<file path="config.mk">
export PLATFORM = sky130hd
export DESIGN_NAME = i2c_hs_mode_ctrl
export DESIGN_NICKNAME = d
export VERILOG_FILES = /design/src/rtl/i2c_hs_pkg.sv /design/src/rtl/i2c_hs_deglitch.sv /design/src/rtl/i2c_hs_cond_det.sv /design/src/rtl/i2c_hs_byte_rx.sv /design/src/rtl/i2c_hs_mode_ctrl.sv
export SDC_FILE = /design/constraint.sdc
export NUM_CORES = 1
export LEC_CHECK = 0
export ABC_AREA = 1
export ABC_CLOCK_PERIOD_IN_PS = 1920
export BUFFER_PORTS_ARGS = -buffer_cell sky130_fd_sc_hd__buf_4
export CAP_MARGIN = 30
export CELL_PAD_IN_SITES_DETAIL_PLACEMENT = 0
export CELL_PAD_IN_SITES_GLOBAL_PLACEMENT = 2
export CORE_MARGIN = 2
export CORE_UTILIZATION = 41
export CTS_CLUSTER_DIAMETER = 50
export DETAILED_ROUTE_END_ITERATION = 10
export PLACE_DENSITY_LB_ADDON = 0.1
export RECOVER_POWER = 50
export SLEW_MARGIN = 15
export SYNTH_ARGS = -nofsm -noshare
export SYNTH_HDL_FRONTEND = slang
export SYNTH_SLANG_ARGS = --single-unit
</file>
<file path="constraint.sdc">
create_clock -name clk_i -period 1.92 [get_ports clk_i]
set_input_delay 0.576 -clock clk_i [delete_from_list [all_inputs] [get_ports clk_i]]
set_output_delay 0.576 -clock clk_i [all_outputs]
set_load 0.01 [all_outputs]
</file>
<file path="src/rtl/i2c_hs_pkg.sv">
package i2c_hs_pkg;
  typedef enum logic {
    MODE_FS = 1'b0,
    MODE_HS = 1'b1
  } bus_mode_e;

  localparam logic [4:0] MCODE_PREFIX = 5'b00001;

  function automatic logic is_master_code(input logic [7:0] b);
    return b[7:3] == MCODE_PREFIX;
  endfunction
endpackage

</file>
<file path="src/rtl/i2c_hs_deglitch.sv">
module i2c_hs_deglitch #(
  parameter int CNT_W = 4
) (
  input  logic             clk_i,
  input  logic             rst_ni,
  input  logic             d_i,
  input  logic [CNT_W-1:0] lim_i,
  output logic             q_o
);
  logic [1:0]       sync_q;
  logic [CNT_W-1:0] cnt_q;
  logic             q_q;

  always_ff @(posedge clk_i or negedge rst_ni) begin
    if (!rst_ni) begin
      sync_q <= 2'b11;
      cnt_q  <= '0;
      q_q    <= 1'b1;
    end else begin
      sync_q <= {sync_q[0], d_i};
      if (sync_q[1] == q_q) begin
        cnt_q <= '0;
      end else if (cnt_q >= lim_i - 1'b1) begin
        q_q   <= sync_q[1];
        cnt_q <= '0;
      end else begin
        cnt_q <= cnt_q + 1'b1;
      end
    end
  end

  assign q_o = q_q;


  filt_follow_chk: assert property (@(posedge clk_i) disable iff (!rst_ni)
    (q_q != $past(q_q)) |-> (q_q == $past(sync_q[1])));
endmodule

</file>
<file path="src/rtl/i2c_hs_cond_det.sv">
module i2c_hs_cond_det (
  input  logic clk_i,
  input  logic rst_ni,
  input  logic scl_i,
  input  logic sda_i,
  output logic start_o,
  output logic stop_o,
  output logic scl_rise_o,
  output logic scl_fall_o
);
  logic scl_q, sda_q;

  always_ff @(posedge clk_i or negedge rst_ni) begin
    if (!rst_ni) begin
      scl_q <= 1'b1;
      sda_q <= 1'b1;
    end else begin
      scl_q <= scl_i;
      sda_q <= sda_i;
    end
  end

  // Conditions need SCL high on both samples so that an SCL edge is not misread
  assign start_o    = scl_i & scl_q & sda_q & ~sda_i;
  assign stop_o     = scl_i & scl_q & ~sda_q & sda_i;
  assign scl_rise_o = scl_i & ~scl_q;
  assign scl_fall_o = ~scl_i & scl_q;
endmodule

</file>
<file path="src/rtl/i2c_hs_byte_rx.sv">
module i2c_hs_byte_rx (
  input  logic       clk_i,
  input  logic       rst_ni,
  input  logic       start_i,
  input  logic       stop_i,
  input  logic       rise_i,
  input  logic       fall_i,
  input  logic       sda_i,
  output logic       byte_done_o,
  output logic [7:0] byte_o,
  output logic       ack_slot_o
);
  logic       active_q;
  logic [3:0] bit_cnt_q;
  logic [7:0] shreg_q;
  logic       done_q;

  always_ff @(posedge clk_i or negedge rst_ni) begin
    if (!rst_ni) begin
      active_q  <= 1'b0;
      bit_cnt_q <= '0;
      shreg_q   <= '0;
      done_q    <= 1'b0;
    end else begin
      done_q <= 1'b0;
      if (start_i) begin
        active_q  <= 1'b1;
        bit_cnt_q <= '0;
      end else if (stop_i) begin
        active_q  <= 1'b0;
        bit_cnt_q <= '0;
      end else if (active_q) begin
        if (rise_i) begin
          if (bit_cnt_q < 4'd8) begin
            shreg_q   <= {shreg_q[6:0], sda_i};
            bit_cnt_q <= bit_cnt_q + 4'd1;
            done_q    <= (bit_cnt_q == 4'd7);
          end else if (bit_cnt_q == 4'd8) begin
            bit_cnt_q <= 4'd9;
          end
        end else if (fall_i && bit_cnt_q == 4'd9) begin
          bit_cnt_q <= '0;
        end
      end
    end
  end

  assign byte_done_o = done_q;
  assign byte_o      = shreg_q;
  // Spans from the eighth rising edge to the fall of the ninth clock
  assign ack_slot_o  = active_q && (bit_cnt_q >= 4'd8);


  bit_cnt_range_chk: assert property (@(posedge clk_i) disable iff (!rst_ni)
    bit_cnt_q <= 4'd9);

  byte_frame_chk: assert property (@(posedge clk_i) disable iff (!rst_ni)
    byte_done_o |-> ack_slot_o);
endmodule

</file>
<file path="src/rtl/i2c_hs_mode_ctrl.sv">
module i2c_hs_mode_ctrl #(
  parameter int HS_FILT_CYC = 3,
  parameter int FS_FILT_CYC = 12
) (
  input  logic       clk_i,
  input  logic       rst_ni,
  input  logic       scl_i,
  input  logic       sda_i,
  output logic       hs_mode_o,
  output logic       master_code_seen_o,
  output logic       ack_inhibit_o,
  output logic       ctrl_byte_valid_o,
  output logic [7:0] ctrl_byte_o
);
  import i2c_hs_pkg::*;

  localparam int MAX_FILT = (HS_FILT_CYC > FS_FILT_CYC) ? HS_FILT_CYC : FS_FILT_CYC;
  localparam int CNT_W    = $clog2(MAX_FILT + 1);
  localparam int N_LINES  = 2;

  bus_mode_e        mode_q;
  logic [CNT_W-1:0] lim;
  logic [N_LINES-1:0] raw, filt;
  logic start, stop, rise, fall;
  logic byte_done, ack_slot;
  logic [7:0] rx_byte;
  logic first_q, mc_q, cv_q, code_ack_q;
  logic [7:0] ctrl_q;

  assign lim = (mode_q == MODE_HS) ? CNT_W'(HS_FILT_CYC) : CNT_W'(FS_FILT_CYC);
  assign raw = {scl_i, sda_i};

  for (genvar g = 0; g < N_LINES; g++) begin : g_filt
    i2c_hs_deglitch #(.CNT_W(CNT_W)) u_dg (
      .clk_i (clk_i),
      .rst_ni(rst_ni),
      .d_i   (raw[g]),
      .lim_i (lim),
      .q_o   (filt[g])
    );
  end

  i2c_hs_cond_det u_cond (
    .clk_i     (clk_i),
    .rst_ni    (rst_ni),
    .scl_i     (filt[1]),
    .sda_i     (filt[0]),
    .start_o   (start),
    .stop_o    (stop),
    .scl_rise_o(rise),
    .scl_fall_o(fall)
  );

  i2c_hs_byte_rx u_rx (
    .clk_i      (clk_i),
    .rst_ni     (rst_ni),
    .start_i    (start),
    .stop_i     (stop),
    .rise_i     (rise),
    .fall_i     (fall),
    .sda_i      (filt[0]),
    .byte_done_o(byte_done),
    .byte_o     (rx_byte),
    .ack_slot_o (ack_slot)
  );

  always_ff @(posedge clk_i or negedge rst_ni) begin
    if (!rst_ni) begin
      mode_q     <= MODE_FS;
      first_q    <= 1'b0;
      mc_q       <= 1'b0;
      cv_q       <= 1'b0;
      code_ack_q <= 1'b0;
      ctrl_q     <= '0;
    end else begin
      mc_q <= 1'b0;
      cv_q <= 1'b0;
      if (stop) begin
        mode_q     <= MODE_FS;
        first_q    <= 1'b0;
        code_ack_q <= 1'b0;
      end else if (start) begin
        first_q    <= 1'b1;
        code_ack_q <= 1'b0;
      end else if (byte_done && first_q) begin
        first_q <= 1'b0;
        // Code matching applies only while still at Fast/Standard speed
        if (mode_q == MODE_FS && is_master_code(rx_byte)) begin
          mode_q     <= MODE_HS;
          mc_q       <= 1'b1;
          code_ack_q <= 1'b1;
        end else begin
          cv_q   <= 1'b1;
          ctrl_q <= rx_byte;
        end
      end else if (!ack_slot) begin
        code_ack_q <= 1'b0;
      end
    end
  end

  assign hs_mode_o          = (mode_q == MODE_HS);
  assign master_code_seen_o = mc_q;
  assign ack_inhibit_o      = code_ack_q & ack_slot;
  assign ctrl_byte_valid_o  = cv_q;
  assign ctrl_byte_o        = ctrl_q;


  hs_stop_exit_chk: assert property (@(posedge clk_i) disable iff (!rst_ni)
    stop |=> !hs_mode_o);

  hs_entry_chk: assert property (@(posedge clk_i) disable iff (!rst_ni)
    $rose(hs_mode_o) |-> master_code_seen_o);

  ack_only_code_chk: assert property (@(posedge clk_i) disable iff (!rst_ni)
    ack_inhibit_o |-> hs_mode_o);

  ctrl_not_code_chk: assert property (@(posedge clk_i) disable iff (!rst_ni)
    ctrl_byte_valid_o |-> !master_code_seen_o);

  hs_keep_chk: assert property (@(posedge clk_i) disable iff (!rst_ni)
    (hs_mode_o && start) |=> hs_mode_o);
endmodule

</file>
==> out/summary.md <==
The run finished with clean final reports. The analysis attributes to cell leakage a power of 0.00117 uW. In this run the critical register-to-register path is launched from hs_mode_o.

The worst setup path is captured at an output port. Diode insertion count for antenna repair: 0. After detailed routing, the met2 layer carries 1.61 mm of wire.

Using the TritonRoute via totals, the vias-per-cell ratio works out to 4.66. By instance count, the leading cell after synthesis is nand2_1. Across the routed clock network, the largest skew measured is 0.00327 ns. The adder-cell share of the synthesized area was 0.0542. Yosys mapped the design onto 27 distinct sky130hd cell types.

After layout, the design draws a total of 1790 uW. The placeable core region was 0.00482 mm^2. The clock tree synthesis step divided the H-tree into 2 levels. The footprint of the flip-flops and latches was 0.00109 mm^2; the mean instance size in the synthesized netlist was 9.80 um^2. The via total after detailed routing is 1394. The final-layout worst hold slack was 0.358 ns; the average wire per standard cell was 11.6 um. The area taken by multi-input logic gates was 823 um^2. The first global-routing pass estimated 6.15 mm of wire.

For this run, the number of standard cells in the final layout without fillers is 299. The top fanout value on the critical path is 9, and the number of buffers inserted during clock tree synthesis is 5. Leading area contributor after synthesis: dfrtp_1. The setup path with the least slack is of type reg -> out.

The data required time at the worst endpoint is 1.34 ns, and the overall routed net length is 3.47 mm. During placement, the flow inserted port buffers numbering 15. For the total number of clock tree sinks, the log shows 43. TritonCTS built the clock tree.

The run gives 0.431 as the initial core utilization. At the pin with the least slew margin, the transition time is 1.05 ns. The fraction of synthesized area in multiplexers was 0; the total die area was 0.00565 mm^2. The DRC violation total after the first TritonRoute iteration came out at 52.

The logs give 1348 for the via count of the first global-routing pass and 212 for the cell count after synthesis. The logs give 0.147 for the global routing usage summed across all routing layers and 2 for the clock tree buffer depth. The cell depth of the worst min-delay path works out to 0.

From bottom edge to top edge, the die measures 75.2 um. In this run the worst setup path terminates at ack_inhibit_o. The run gives 0.809 as the routability-driven placement congestion ratio.

The detail route stage leaves a number of antenna-violating nets equal to 0. The later pin in the worst-skew pair is clocked with a latency of 0.29 ns. The tool flagged a number of max-cap violations equal to 0. The clock-pin slew reported for the worst setup and hold paths after clock tree synthesis was 0.08 ns.

Setup repair after global routing left no endpoint under its margin. The proportion of register bits with asynchronous set or reset after synthesis came out at 1.00. The flip-flop and latch count after synthesis was 43.

The tools report the number of endpoints with negative hold slack in the final report as 0. In this run the horizontal extent of the chip is 75.2 um. The compound-cell area share of the yosys netlist is 0.111. After synthesis, the largest family of logic cells by area is simple AND/OR/NAND/NOR gates. The synthesis warning total is 0, and the global-route congestion overflow total is 0. For this design, the CTS-stage hold fixing added 0 buffers.

The floorplan has 25 rows. After detailed placement, the total cell area comes to 0.00224 mm^2. Initial antenna violation count: 0.

Share of the clock period used by the worst path: 0.912. The count of pins over their slew limit was 0. After routing the design area is 0.00235 mm^2. Clock tree synthesis selected as its root buffer the cell clkbuf_8.

By count the netlist is led by nand2_1 (36), dfrtp_1 (35), inv_1 (31), nand3_1 (17), o21ai_2 (16). Top cell type's share of synthesized area: 0.422. The smallest clock period supported by the final layout is computed as 1.75 ns. After legalization and detailed placement, the total HPWL measured 2.54 mm.

Worst slew margin relative to its limit: 0.298. Capture instance of the worst register-to-register path: g_filt[0].u_dg.q_o. The tools report the sequential cell area fraction in the yosys report as 0.523. Number of fillers in the final layout: 476. Synthesis produced a netlist with a net count of 225.

The xor and xnor area share after synthesis is 0.0169. Peak clock frequency supported by timing: 571 MHz. The count of placed standard cells including taps came out at 291.

Power spread over the standard cell area amounts to 762 mW/mm^2. The area growth from synthesis to layout is 13.3%. Topmost layer with routed signal wires: met4. Setup-violating endpoint count in the final report: 0. The synthesized netlist occupies a cell area of 0.00208 mm^2. Yosys mapped a number of flops with a built-in enable equal to 0.

The share of post-route cells with drive strength above 1 was 0.276; the post-CTS setup-driven buffer insertion count was 0. The internal reg-to-reg setup slack is 0.36 ns. Depth of the worst register-to-register path: 8. The total met3 wirelength after detailed routing was 102 um. The logs give 0 for the number of gates resized after cts and 1.70 mm for the detailed-route wire length on metal 1. For the final setup TNS, the log shows 0 ns.

The critical path starts at u_rx.bit_cnt_q[3]. For the worst setup path, the data arrival time is 1.17 ns. The final layout contains 244 nets. Simple-gate portion of the synthesized area: 0.214. STA classifies the critical path startpoint as a flop. The run gives 16 as the number of top-level design ports.

In the routed design, unresolved DRC markers number 0. For the maximum number of pins on one net before global-route repair, the log shows 44. First-pass iteration count of the detailed router: 4. The worst hold path belongs to the class reg -> reg.

For this run, the leading register cell type out of synthesis is dfrtp_1. IR analysis of the VDD net gives a maximum drop of 0.000359 V. In the post-synthesis netlist, the biggest area contributors are dfrtp_1 (42%), dfstp_2 (10%), o21ai_2 (6.7%).
worst min path at each step:
stage,slack (ns),start,to
after detailed placement,0.35,g_filt[1].u_dg.sync_q[0],g_filt[1].u_dg.sync_q[1]
after global routing,0.37,g_filt[1].u_dg.sync_q[0],g_filt[1].u_dg.sync_q[1]
after CTS,0.27,rst_ni,u_rx.active_q
after global placement,0.35,g_filt[1].u_dg.sync_q[0],g_filt[1].u_dg.sync_q[1]
final,0.36,g_filt[1].u_dg.sync_q[0],g_filt[1].u_dg.sync_q[1]
after floorplan,0.28,rst_ni,code_ack_q
registers in the layout (all words and copies together) (netlist names):
signal,cells
code_ack_q,1
ctrl_byte_o,8
ctrl_byte_valid_o,1
first_q,1
g_filt.u_dg.cnt_q,8
g_filt.u_dg.q_o,2
g_filt.u_dg.sync_q,4
hs_mode_o,1
master_code_seen_o,1
u_cond.scl_q,1
u_cond.sda_q,1
u_rx.active_q,1
u_rx.bit_cnt_q,4
u_rx.byte_done_o,1
u_rx.byte_o,8
kinds of logic after synthesis:
| kind of cell | Yosys count |
|---|---|
| fa+ha+maj | 9 |
| simple gates | 87 |
| compound gates | 31 |
| flops | 43 |
| buf+inv | 38 |
| xor+xnor | 4 |
routing by layer:
| layer | vias up | track usage |
|---|---|---|
| met4 | 0 | 0.0585 |
| met2 | 16 | 0.235 |
| li1 | 715 | - |
| met5 | - | 0 |
| met1 | 656 | 0.191 |
| met3 | 7 | 0.0402 |
cells in the final DEF, fill, tap and decap left out, drive strengths merged:
| cell type | instances |
|---|---|
| clkinv | 1 |
| nand2 | 45 |
| or2 | 1 |
| nor2 | 15 |
| xor2 | 2 |
| nor3 | 5 |
| a31o | 2 |
| o21ai | 21 |
| xnor2 | 2 |
| buf | 12 |
| o21bai | 2 |
| dfstp | 8 |
| clkbuf | 9 |
| ha | 9 |
| bufinv | 1 |
| a21oi | 5 |
| dfrtp | 35 |
| nand4 | 3 |
| nor4 | 1 |
| o211ai | 1 |
| inv | 35 |
| nand3 | 17 |
final cells by class:
cell class / instances / area share
Timing Repair Buffer: 15 / 0.0468
Clock inverter: 2 / 0.0149
Clock buffer: 6 / 0.0351
Inverter: 35 / 0.0559
Multi-Input combinational cell: 131 / 0.350
Tap cell: 67 / 0.0356
Sequential cell: 43 / 0.462
stage by stage:
stage | setup WS [ns] | utilization
after floorplan | 0.523 | -
after global placement | 0.406 | 0.464
after detailed placement | 0.372 | 0.464
after CTS | 0.160 | 0.489
after global routing | 0.0534 | 0.488
final | 0.170 | 0.488
worst max-delay path: stages (launching register included):
cell and delay (ns):
dfrtp_1 0.54, nand2_1 0.12, nor2_1 0.10, buf_4 0.12
power breakdown:
group          switching, uW  internal (uW)
Sequential              31.1            939
Clock                    299            421
Combinational           62.5           40.1
Total                    392           1400
Power figures use the tool's default switching activity.
